## src/rtl/rtc_pkg.sv

```systemverilog
// Shared offsets, bit positions, time record and BCD/binary step helper.
package rtc_pkg;
    localparam int AW = 4;
    localparam int DW = 8;

    localparam logic [AW-1:0] A_SEC    = 4'd0;
    localparam logic [AW-1:0] A_SEC_AL = 4'd1;
    localparam logic [AW-1:0] A_MIN    = 4'd2;
    localparam logic [AW-1:0] A_MIN_AL = 4'd3;
    localparam logic [AW-1:0] A_HR     = 4'd4;
    localparam logic [AW-1:0] A_HR_AL  = 4'd5;
    localparam logic [AW-1:0] A_CTLA   = 4'd6;
    localparam logic [AW-1:0] A_CTLB   = 4'd7;
    localparam logic [AW-1:0] A_FLAG   = 4'd8;
    localparam logic [AW-1:0] A_STAT   = 4'd9;

    localparam int B_HOLD = 7;
    localparam int B_PIE  = 6;
    localparam int B_AIE  = 5;
    localparam int B_UIE  = 4;
    localparam int B_SQWE = 3;
    localparam int B_BIN  = 2;
    localparam int B_H24  = 1;

    localparam int NFLAG = 3;   // index 0 update-ended, 1 alarm, 2 periodic

    typedef struct packed {
        logic [DW-1:0] hr;
        logic [DW-1:0] min;
        logic [DW-1:0] sec;
    } rtc_time_t;

    // Add one to a byte in binary or packed BCD (caller handles wrap).
    function automatic logic [DW-1:0] step_val(input logic [DW-1:0] v, input logic bin);
        if (!bin && v[3:0] == 4'd9) return {v[7:4] + 4'd1, 4'd0};
        return v + 8'd1;
    endfunction
endpackage

```

## src/rtl/rtc_time_adv.sv

```systemverilog
// Combinational one-second advance of seconds/minutes/hours.
// Assumes the present time is a legal value for the selected coding and form.
module rtc_time_adv
    import rtc_pkg::*;
(
    input  rtc_time_t cur,
    input  logic      bin_mode,
    input  logic      h24_mode,
    output rtc_time_t nxt
);
    logic [DW-1:0] lim59, lim23, c11, c12, h_inc;
    logic          sec_wrap, min_wrap;

    // Next-time computation with carries.
    always_comb begin
        lim59    = bin_mode ? 8'd59 : 8'h59;
        lim23    = bin_mode ? 8'd23 : 8'h23;
        c11      = bin_mode ? 8'd11 : 8'h11;
        c12      = bin_mode ? 8'd12 : 8'h12;
        sec_wrap = (cur.sec == lim59);
        min_wrap = (cur.min == lim59);
        h_inc    = step_val({1'b0, cur.hr[6:0]}, bin_mode);
        nxt      = cur;
        nxt.sec  = sec_wrap ? 8'd0 : step_val(cur.sec, bin_mode);
        if (sec_wrap) begin
            nxt.min = min_wrap ? 8'd0 : step_val(cur.min, bin_mode);
            if (min_wrap) begin
                if (h24_mode)
                    nxt.hr = (cur.hr == lim23) ? 8'd0 : step_val(cur.hr, bin_mode);
                else if (cur.hr[6:0] == c12[6:0])
                    nxt.hr = {cur.hr[7], 7'd1};
                else if (cur.hr[6:0] == c11[6:0])
                    nxt.hr = {~cur.hr[7], c12[6:0]};
                else
                    nxt.hr = {cur.hr[7], h_inc[6:0]};
            end
        end
    end
endmodule

```

## src/rtl/rtc_upd_seq.sv

```systemverilog
// Update window sequencer: a tick opens a busy window of UPD_DELAY cycles,
// whose last edge is the commit. Assumes UPD_DELAY >= 1; hold cancels.
module rtc_upd_seq #(
    parameter int UPD_DELAY = 4
) (
    input  logic clk,
    input  logic rst_n,
    input  logic sec_tick,
    input  logic hold,
    output logic uip,
    output logic commit
);
    localparam int CW = $clog2(UPD_DELAY + 1);
    logic [CW-1:0] cnt_q;
    logic          uip_q;

    // Busy flag and countdown.
    always_ff @(posedge clk) begin
        if (!rst_n || hold) begin
            uip_q <= 1'b0;
            cnt_q <= '0;
        end else if (uip_q) begin
            if (cnt_q == '0) uip_q <= 1'b0;
            else             cnt_q <= cnt_q - 1'b1;
        end else if (sec_tick) begin
            uip_q <= 1'b1;
            cnt_q <= CW'(UPD_DELAY - 1);
        end
    end

    assign uip    = uip_q;
    assign commit = uip_q && (cnt_q == '0) && !hold;
endmodule

```

## src/rtl/rtc_irq.sv

```systemverilog
// Event flags with read-to-clear and the enabled-OR interrupt equation.
// A set in the same cycle as a clear wins.
module rtc_irq
    import rtc_pkg::*;
(
    input  logic             clk,
    input  logic             rst_n,
    input  logic [NFLAG-1:0] set_ev,
    input  logic [NFLAG-1:0] en,
    input  logic             clr,
    output logic [NFLAG-1:0] flags,
    output logic             irqf
);
    for (genvar i = 0; i < NFLAG; i++) begin : g_flag
        // One sticky flag per event source.
        always_ff @(posedge clk) begin
            if (!rst_n) flags[i] <= 1'b0;
            else        flags[i] <= set_ev[i] | (flags[i] & ~clr);
        end
    end

    assign irqf = |(flags & en);
endmodule

```

## src/rtl/rtc_core.sv

```systemverilog
// Top: register file, update sequencer, time advance and interrupt flags.
// Time and alarm bytes are not reset; software initialises them under hold.
module rtc_core
    import rtc_pkg::*;
#(
    parameter int UPD_DELAY = 4
) (
    input  logic          clk,
    input  logic          rst_n,
    input  logic          sec_tick,
    input  logic          per_tick,
    input  logic          pwr_good,
    input  logic          we,
    input  logic          re,
    input  logic [AW-1:0] addr,
    input  logic [DW-1:0] wdata,
    output logic [DW-1:0] rdata,
    output logic          irq_n
);
    rtc_time_t        time_q, alarm_q, time_nxt;
    logic [6:0]       ctla_q;
    logic [DW-1:0]    ctlb_q;
    logic             vrt_q;
    logic             uip_w, commit_w, hold_w, irqf_w;
    logic [NFLAG-1:0] flags_w, set_w, en_w;

    assign hold_w = ctlb_q[B_HOLD] | (we && addr == A_CTLB && wdata[B_HOLD]);

    rtc_upd_seq #(.UPD_DELAY(UPD_DELAY)) seq_i (
        .clk(clk), .rst_n(rst_n), .sec_tick(sec_tick), .hold(hold_w),
        .uip(uip_w), .commit(commit_w)
    );

    rtc_time_adv adv_i (
        .cur(time_q), .bin_mode(ctlb_q[B_BIN]), .h24_mode(ctlb_q[B_H24]), .nxt(time_nxt)
    );

    assign set_w = {per_tick, commit_w && (time_nxt == alarm_q), commit_w};
    assign en_w  = {ctlb_q[B_PIE], ctlb_q[B_AIE], ctlb_q[B_UIE]};

    rtc_irq irq_i (
        .clk(clk), .rst_n(rst_n), .set_ev(set_w), .en(en_w),
        .clr(re && addr == A_FLAG), .flags(flags_w), .irqf(irqf_w)
    );

    // Time bytes: commit has priority over a software write.
    always_ff @(posedge clk) begin
        if (commit_w)                  time_q     <= time_nxt;
        else if (we && addr == A_SEC)  time_q.sec <= wdata;
        else if (we && addr == A_MIN)  time_q.min <= wdata;
        else if (we && addr == A_HR)   time_q.hr  <= wdata;
    end

    // Alarm bytes and control A storage.
    always_ff @(posedge clk) begin
        if (we && addr == A_SEC_AL) alarm_q.sec <= wdata;
        if (we && addr == A_MIN_AL) alarm_q.min <= wdata;
        if (we && addr == A_HR_AL)  alarm_q.hr  <= wdata;
        if (we && addr == A_CTLA)   ctla_q      <= wdata[6:0];
    end

    // Control B: reset clears only enables; hold forces update-ended enable off.
    always_ff @(posedge clk) begin
        if (!rst_n) begin
            ctlb_q[B_AIE]  <= 1'b0;
            ctlb_q[B_UIE]  <= 1'b0;
            ctlb_q[B_SQWE] <= 1'b0;
        end else if (we && addr == A_CTLB) begin
            ctlb_q        <= wdata;
            ctlb_q[B_UIE] <= wdata[B_UIE] & ~wdata[B_HOLD];
        end
    end

    // Valid-time bit follows power sense, set by a status read.
    always_ff @(posedge clk) begin
        if (!pwr_good)                 vrt_q <= 1'b0;
        else if (re && addr == A_STAT) vrt_q <= 1'b1;
    end

    // Read mux.
    always_comb begin
        case (addr)
            A_SEC:    rdata = time_q.sec;
            A_SEC_AL: rdata = alarm_q.sec;
            A_MIN:    rdata = time_q.min;
            A_MIN_AL: rdata = alarm_q.min;
            A_HR:     rdata = time_q.hr;
            A_HR_AL:  rdata = alarm_q.hr;
            A_CTLA:   rdata = {uip_w, ctla_q};
            A_CTLB:   rdata = ctlb_q;
            A_FLAG:   rdata = {irqf_w, flags_w[2], flags_w[1], flags_w[0], 4'b0000};
            A_STAT:   rdata = {vrt_q, 7'b0};
            default:  rdata = '0;
        endcase
    end

    assign irq_n = ~irqf_w;
endmodule

```

## config.mk

```make
export PLATFORM = sky130hd
export DESIGN_NAME = rtc_core
export DESIGN_NICKNAME = d
export VERILOG_FILES = /design/src/rtl/rtc_pkg.sv /design/src/rtl/rtc_time_adv.sv /design/src/rtl/rtc_upd_seq.sv /design/src/rtl/rtc_irq.sv /design/src/rtl/rtc_core.sv
export SDC_FILE = /design/constraint.sdc
export NUM_CORES = 1
export LEC_CHECK = 0
export BUFFER_PORTS_ARGS = -buffer_cell sky130_fd_sc_hd__buf_2
export CORE_AREA = 2 2 89 91
export DETAILED_ROUTE_END_ITERATION = 12
export DIE_AREA = 0 0 91 93
export GPL_ROUTABILITY_DRIVEN = 0
export GPL_TIMING_DRIVEN = 0
export PLACE_DENSITY = 0.88
export SLEW_MARGIN = 40
export SYNTH_ARGS = -nofsm -noshare
export SYNTH_HDL_FRONTEND = slang
export SYNTH_SLANG_ARGS = --single-unit
```

## constraint.sdc

```tcl
create_clock -name clk -period 9.2 [get_ports clk]
set_input_delay 1.84 -clock clk [delete_from_list [all_inputs] [get_ports clk]]
set_output_delay 1.84 -clock clk [all_outputs]
set_load 0.005 [all_outputs]
```

Word-level counts from Yosys, hierarchy flattened
Index checks and enable logic that the tools add are counted.

storage, ports and cells
  register bits after elaboration = 71
  input bits = 19
  word-level logic and storage cells = 130

cells by class
  $add $sub $neg = 9
  equality and inequality tests = 21
  mux-type cells = 40
  bitwise logic cells = 13
  reduce and logical (&&, ||, !) cells = 32

operators by type and width
  cell                   count
  $mux W8                17
  $pmux W8 S10           1
  $mux W16               2
  $add A8 B1 Y8 const B  3
  $eq A24 B24 Y1         1
  $eq A8 B8 Y1           3
  $mux W24               1
  $mux W7                3
  $eq A4 B4 Y1 const B   5
  $logic_and A1 B1 Y1    17
  $eq A4 B3 Y1 const B   4
  $eq A7 B7 Y1           2
  $add A4 B1 Y4 const B  3
  $mux W1                10
  $mux W5                2
  $mux W3                3
  $eq A4 B2 Y1 const B   2
  $reduce_bool A2 Y1     4
  $add A7 B1 Y7 const B  1
  $mux W6                1
  $ne A2 B2 Y1 const B   3
  $reduce_and A2 Y1      3
  $and A1 B1 Y1          4
  $eq A4 B1 Y1 const B   1
  11 further kinds       19

Logic depth before layout (Yosys ltp)
  word-level depth = 14
  mapped depth = 11
  depth with buffers taken out = 10

By module
Synthesis repeated with hierarchy kept, for this count alone.

second synthesis, totals
  cell total of the unflattened synthesis = 464
  area, all modules = 4,589.4 um2

modules (own cells, without submodules)
  module        times used  cells each  area an instance (um2)  seq. area each (um2)
  rtc_core      1           280         3,241.9                 1,881.8
  rtc_time_adv  1           152         1,021.0                 0.0
  rtc_upd_seq   1           21          211.5                   80.1
  rtc_irq       1           11          115.1                   60.1

Worst setup path before layout
No wires, ideal clock.

  path type = input to output
  from = input port addr[0]
  to = output port rdata[4]
  arrival time = 3,326 ps
  setup slack = 4,034 ps
  cell stages on the path = 7
  path buffers = 3
  cells stage by stage = clkbuf_1 -> clkbuf_1 -> buf_1 -> nand3_1 -> a31oi_1 -> a21oi_1 -> o21ai_0

between the ends
  longest elaborated chain between the ends = 2

RTL lines
  item                                  line            source
  start: declaration                    rtc_core.sv:15  input logic [AW-1:0] addr,
  $eq A4 B4 Y1 (tied with other cells)  rtc_core.sv:82  case (addr)
  $pmux W8 S10 (*)                      rtc_core.sv:82
  end: declaration                      rtc_core.sv:17  output logic [DW-1:0] rdata,

Every way passes the cells marked *; elsewhere a longest branch is shown, timed or not.

Worst setup path after layout
Same ends and word-level chain as after synthesis.

==> summary.md <==
| Metric | Value |
|---|---|
| Fmax | between 150 and 200 MHz |
| Unrepaired setup endpoints after global routing | no |
| Post-DP Area | between 4000 and 5000 µm² |
| Reg-to-reg startpoint | ctlb_q[2] |
| Number of global-route vias before repair | ~4100 |
| Largest net degree at the start of global routing | 12 |
| Mapped Area | between 4000 and 5000 µm² |
| Critical Path AT | between 4 and 5 ns |
| Post-Route WL | 14100 µm |
| Relative slew margins | 0.471 |
| Min-delay worst type | reg2reg |
| Post-CTS sizing | 0 |
| Initial DRC count | 642 |
| Global-route wire length before repair | around 22000 µm |
| Post-CTS Setup Repair Bufs | 0 |
| #FFs+latches synth | 71 |
| Max-Cap Viols | 0 |
| Max VDD drop | between 0.1 and 0.15 mV |
| Diode count | 0 |
| CTS HTree Levels | 3 |
| Synth area leaders | edfxtp_1 39%, dfxtp_1 4.7%, a21oi_1 3.8%, nor2_1 3.6%, ha_1 3.0% |
| Outcome | finished clean |
| Clk sinks | just over 70 |
| Fin. Hold Viols | 0 |
| Detailed placer's ending HPWL | slightly above 10000 µm |
| Proportion of layout cells with a drive suffix above 1 | 0.124 |
| Pre-antenna DRT Iters | 6 |
| Total number of vias | 4443 |
| Top-count cell post-synth | edfxtp_1 |
| Via-per-instance ratio | between 7 and 8 |
| Origin of the worst setup path | addr[0] |
| Maximum clock path buffer count | 2 |
| Warnings from Yosys | 0 |
| Unique masters post-synth | 60 |
| Num ports | 28 |
| Clk_skew | roughly 0.0096 ns |
| Worst reg2reg path depth | 8 |
| Worst-path clk slew | approximately 0.070 ns |
| Cell count after synthesis | around 480 |
| Crit Path Max Fanout | 10 |
| Std-Cell Rows | 32 |
| Syn Area/Cell | between 9 and 10 µm² |
| Initial antenna violation count | 0 |
| Clock tree root buffer cell | clkbuf_8 |
| Initial Utilization | 0.618 |
| Core Box Area | about 7500 µm² |
| PD cells | ~130 nW/µm² |
| Die Area | 8460 µm² |
| FF-to-FF End | irq_i.flags[1] |
| GRT Overall Usage | 0.344 |
| Hold Crit Depth | 2 |
| Sequential area share after synthesis | 0.435 |
| Clock insertion delay at the later pin of the skew report | approximately 0.35 ns |
| Die X | 91 µm |
| Die Ht | 93 µm |
| Hold-fix buffers at CTS | 0 |
| Number of remaining DRC errors | 0 |
| Area growth syn-to-layout | 9.71% |
| Buffers on Ports | 26 |
| Grt total ovfl | 0 |
| Post-synth EDFFs | 60 |
| Hold Path Origin | seq_i.cnt_q[1] |
| Area leader, netlist | edfxtp_1 |
| Routed Antenna Nets | 0 |
| Synth cell count leaders | 60 x edfxtp_1, 44 x nor2_1, 35 x a21oi_1 |
| CP Launch Type | input port |
| Leak | 1.82 nW |
| Syn Nets | about 510 |
| Main synth FF type | edfxtp_1 |
| R2R Setup Slk | 5.40 ns |
| Worst Path Required | between 7 and 8 ns |
| Final period utilization | 0.639 |
| Final setup vio count | 0 |
| Final Net Count | approximately 540 |
| Kind of critical path | in2out |
| CP Capture Type | primary output |
| Total negative slack | 0 ns |
| Yosys top cell area share | 0.387 |
| Cts bufs inserted | 9 |
| Tmin final | 5.88 ns |
| WHS Endpoint | seq_i.cnt_q[1] |
| DR WL/cell | approximately 23 µm |
| Ys async rst share | 0 |
| Least-Margin Pin Slew | a little under 0.8 ns |
| Slew Viols, Final | 0 |
| CTS tree | built |
| Design Area, Final | between 5000 and 6000 µm² |
## through the flow
stage	power, mW	instances	utilization	setup WS [ns]	hold WS (ns)
finish	0.676	620	0.678	3.32	0.487
global route	0.694	620	0.678	3.10	0.522
CTS	0.672	620	0.677	3.34	0.489
detailed placement	0.443	604	0.653	3.34	0.479
global placement	0.440	604	0.652	3.48	0.462
floorplan	0.414	476	-	4.03	0.450
## worst max-delay path, cell delays in order
cell and delay [ns]:
buf_2 0.09, clkbuf_1 0.44, clkbuf_1 0.47, buf_1 0.43, nand3_1 0.13, a31oi_1 0.19
a21oi_1 0.07, o21ai_0 0.21, buf_2 0.16
## registers in the layout, indices dropped and copies added, names as in the netlist
name and count:
ctla_q 7, vrt_q 1, seq_i.cnt_q 3, alarm_q 24, seq_i.uip 1, ctlb_q 8
irq_i.flags 3, time_q 24
## layer usage
metal / GRT usage / vias to the layer above / routed length [µm]
li1: - / 1900 / -
met1: 0.449 / 2036 / 4930
met2: 0.549 / 416 / 6320
met3: 0.0701 / 91 / 1960
met4: 0.169 / 0 / 853
met5: 0 / - / 0
## kinds of logic (layout without fill, tap and decap cells)
kind of cell    count (synthesis)  after routing  share of synthesized area
buf+inv                        40             82                     0.0323
xor+xnor                       25             25                     0.0471
flops                          71             71                      0.435
mux                            22             22                     0.0624
simple gates                  174            174                      0.204
compound gates                133            133                      0.190
fa+ha+maj                      11             11                     0.0296
## where the power goes
group          total (mW)  internal (mW)  switching, mW
clock               0.236          0.121          0.115
combinational      0.0757         0.0282         0.0475
sequential          0.365          0.356        0.00832
## cell type report
cell class | instances | area [µm²]
inverter | 16 | 60.1
buffer | 24 | 90.1
clock buffer | 13 | 170
clock inverter | 3 | 15.0
multi-input combinational | 365 | 2490
sequential | 71 | 2020
fill | 600 | 2420
timing repair buffer | 26 | 130
tap | 102 | 128
## how the worst max path moves through the flow
stage | end | slack, ns | cells after the start
after floorplan | rdata[4] | 4.03 | 7
after global placement | rdata[4] | 3.48 | 9
after detailed placement | rdata[4] | 3.34 | 9
after CTS | rdata[4] | 3.34 | 9
after global routing | rdata[4] | 3.10 | 9
final | rdata[4] | 3.32 | 9
## cell usage in the layout (no fill, tap or decap), types with 12 or more instances in the layout
cell | netlist | layout
o21ai_0 | 27 | 25
a21oi_1 | 35 | 35
nand2_1 | 34 | 34
buf_2 | 0 | 26
nand3_1 | 19 | 19
edfxtp_1 | 60 | 60
inv_1 | 16 | 16
clkbuf_1 | 21 | 23
nor2b_1 | 12 | 12
nor2_1 | 44 | 44
xor2_1 | 14 | 14
Power figures use the tool's default switching activity.
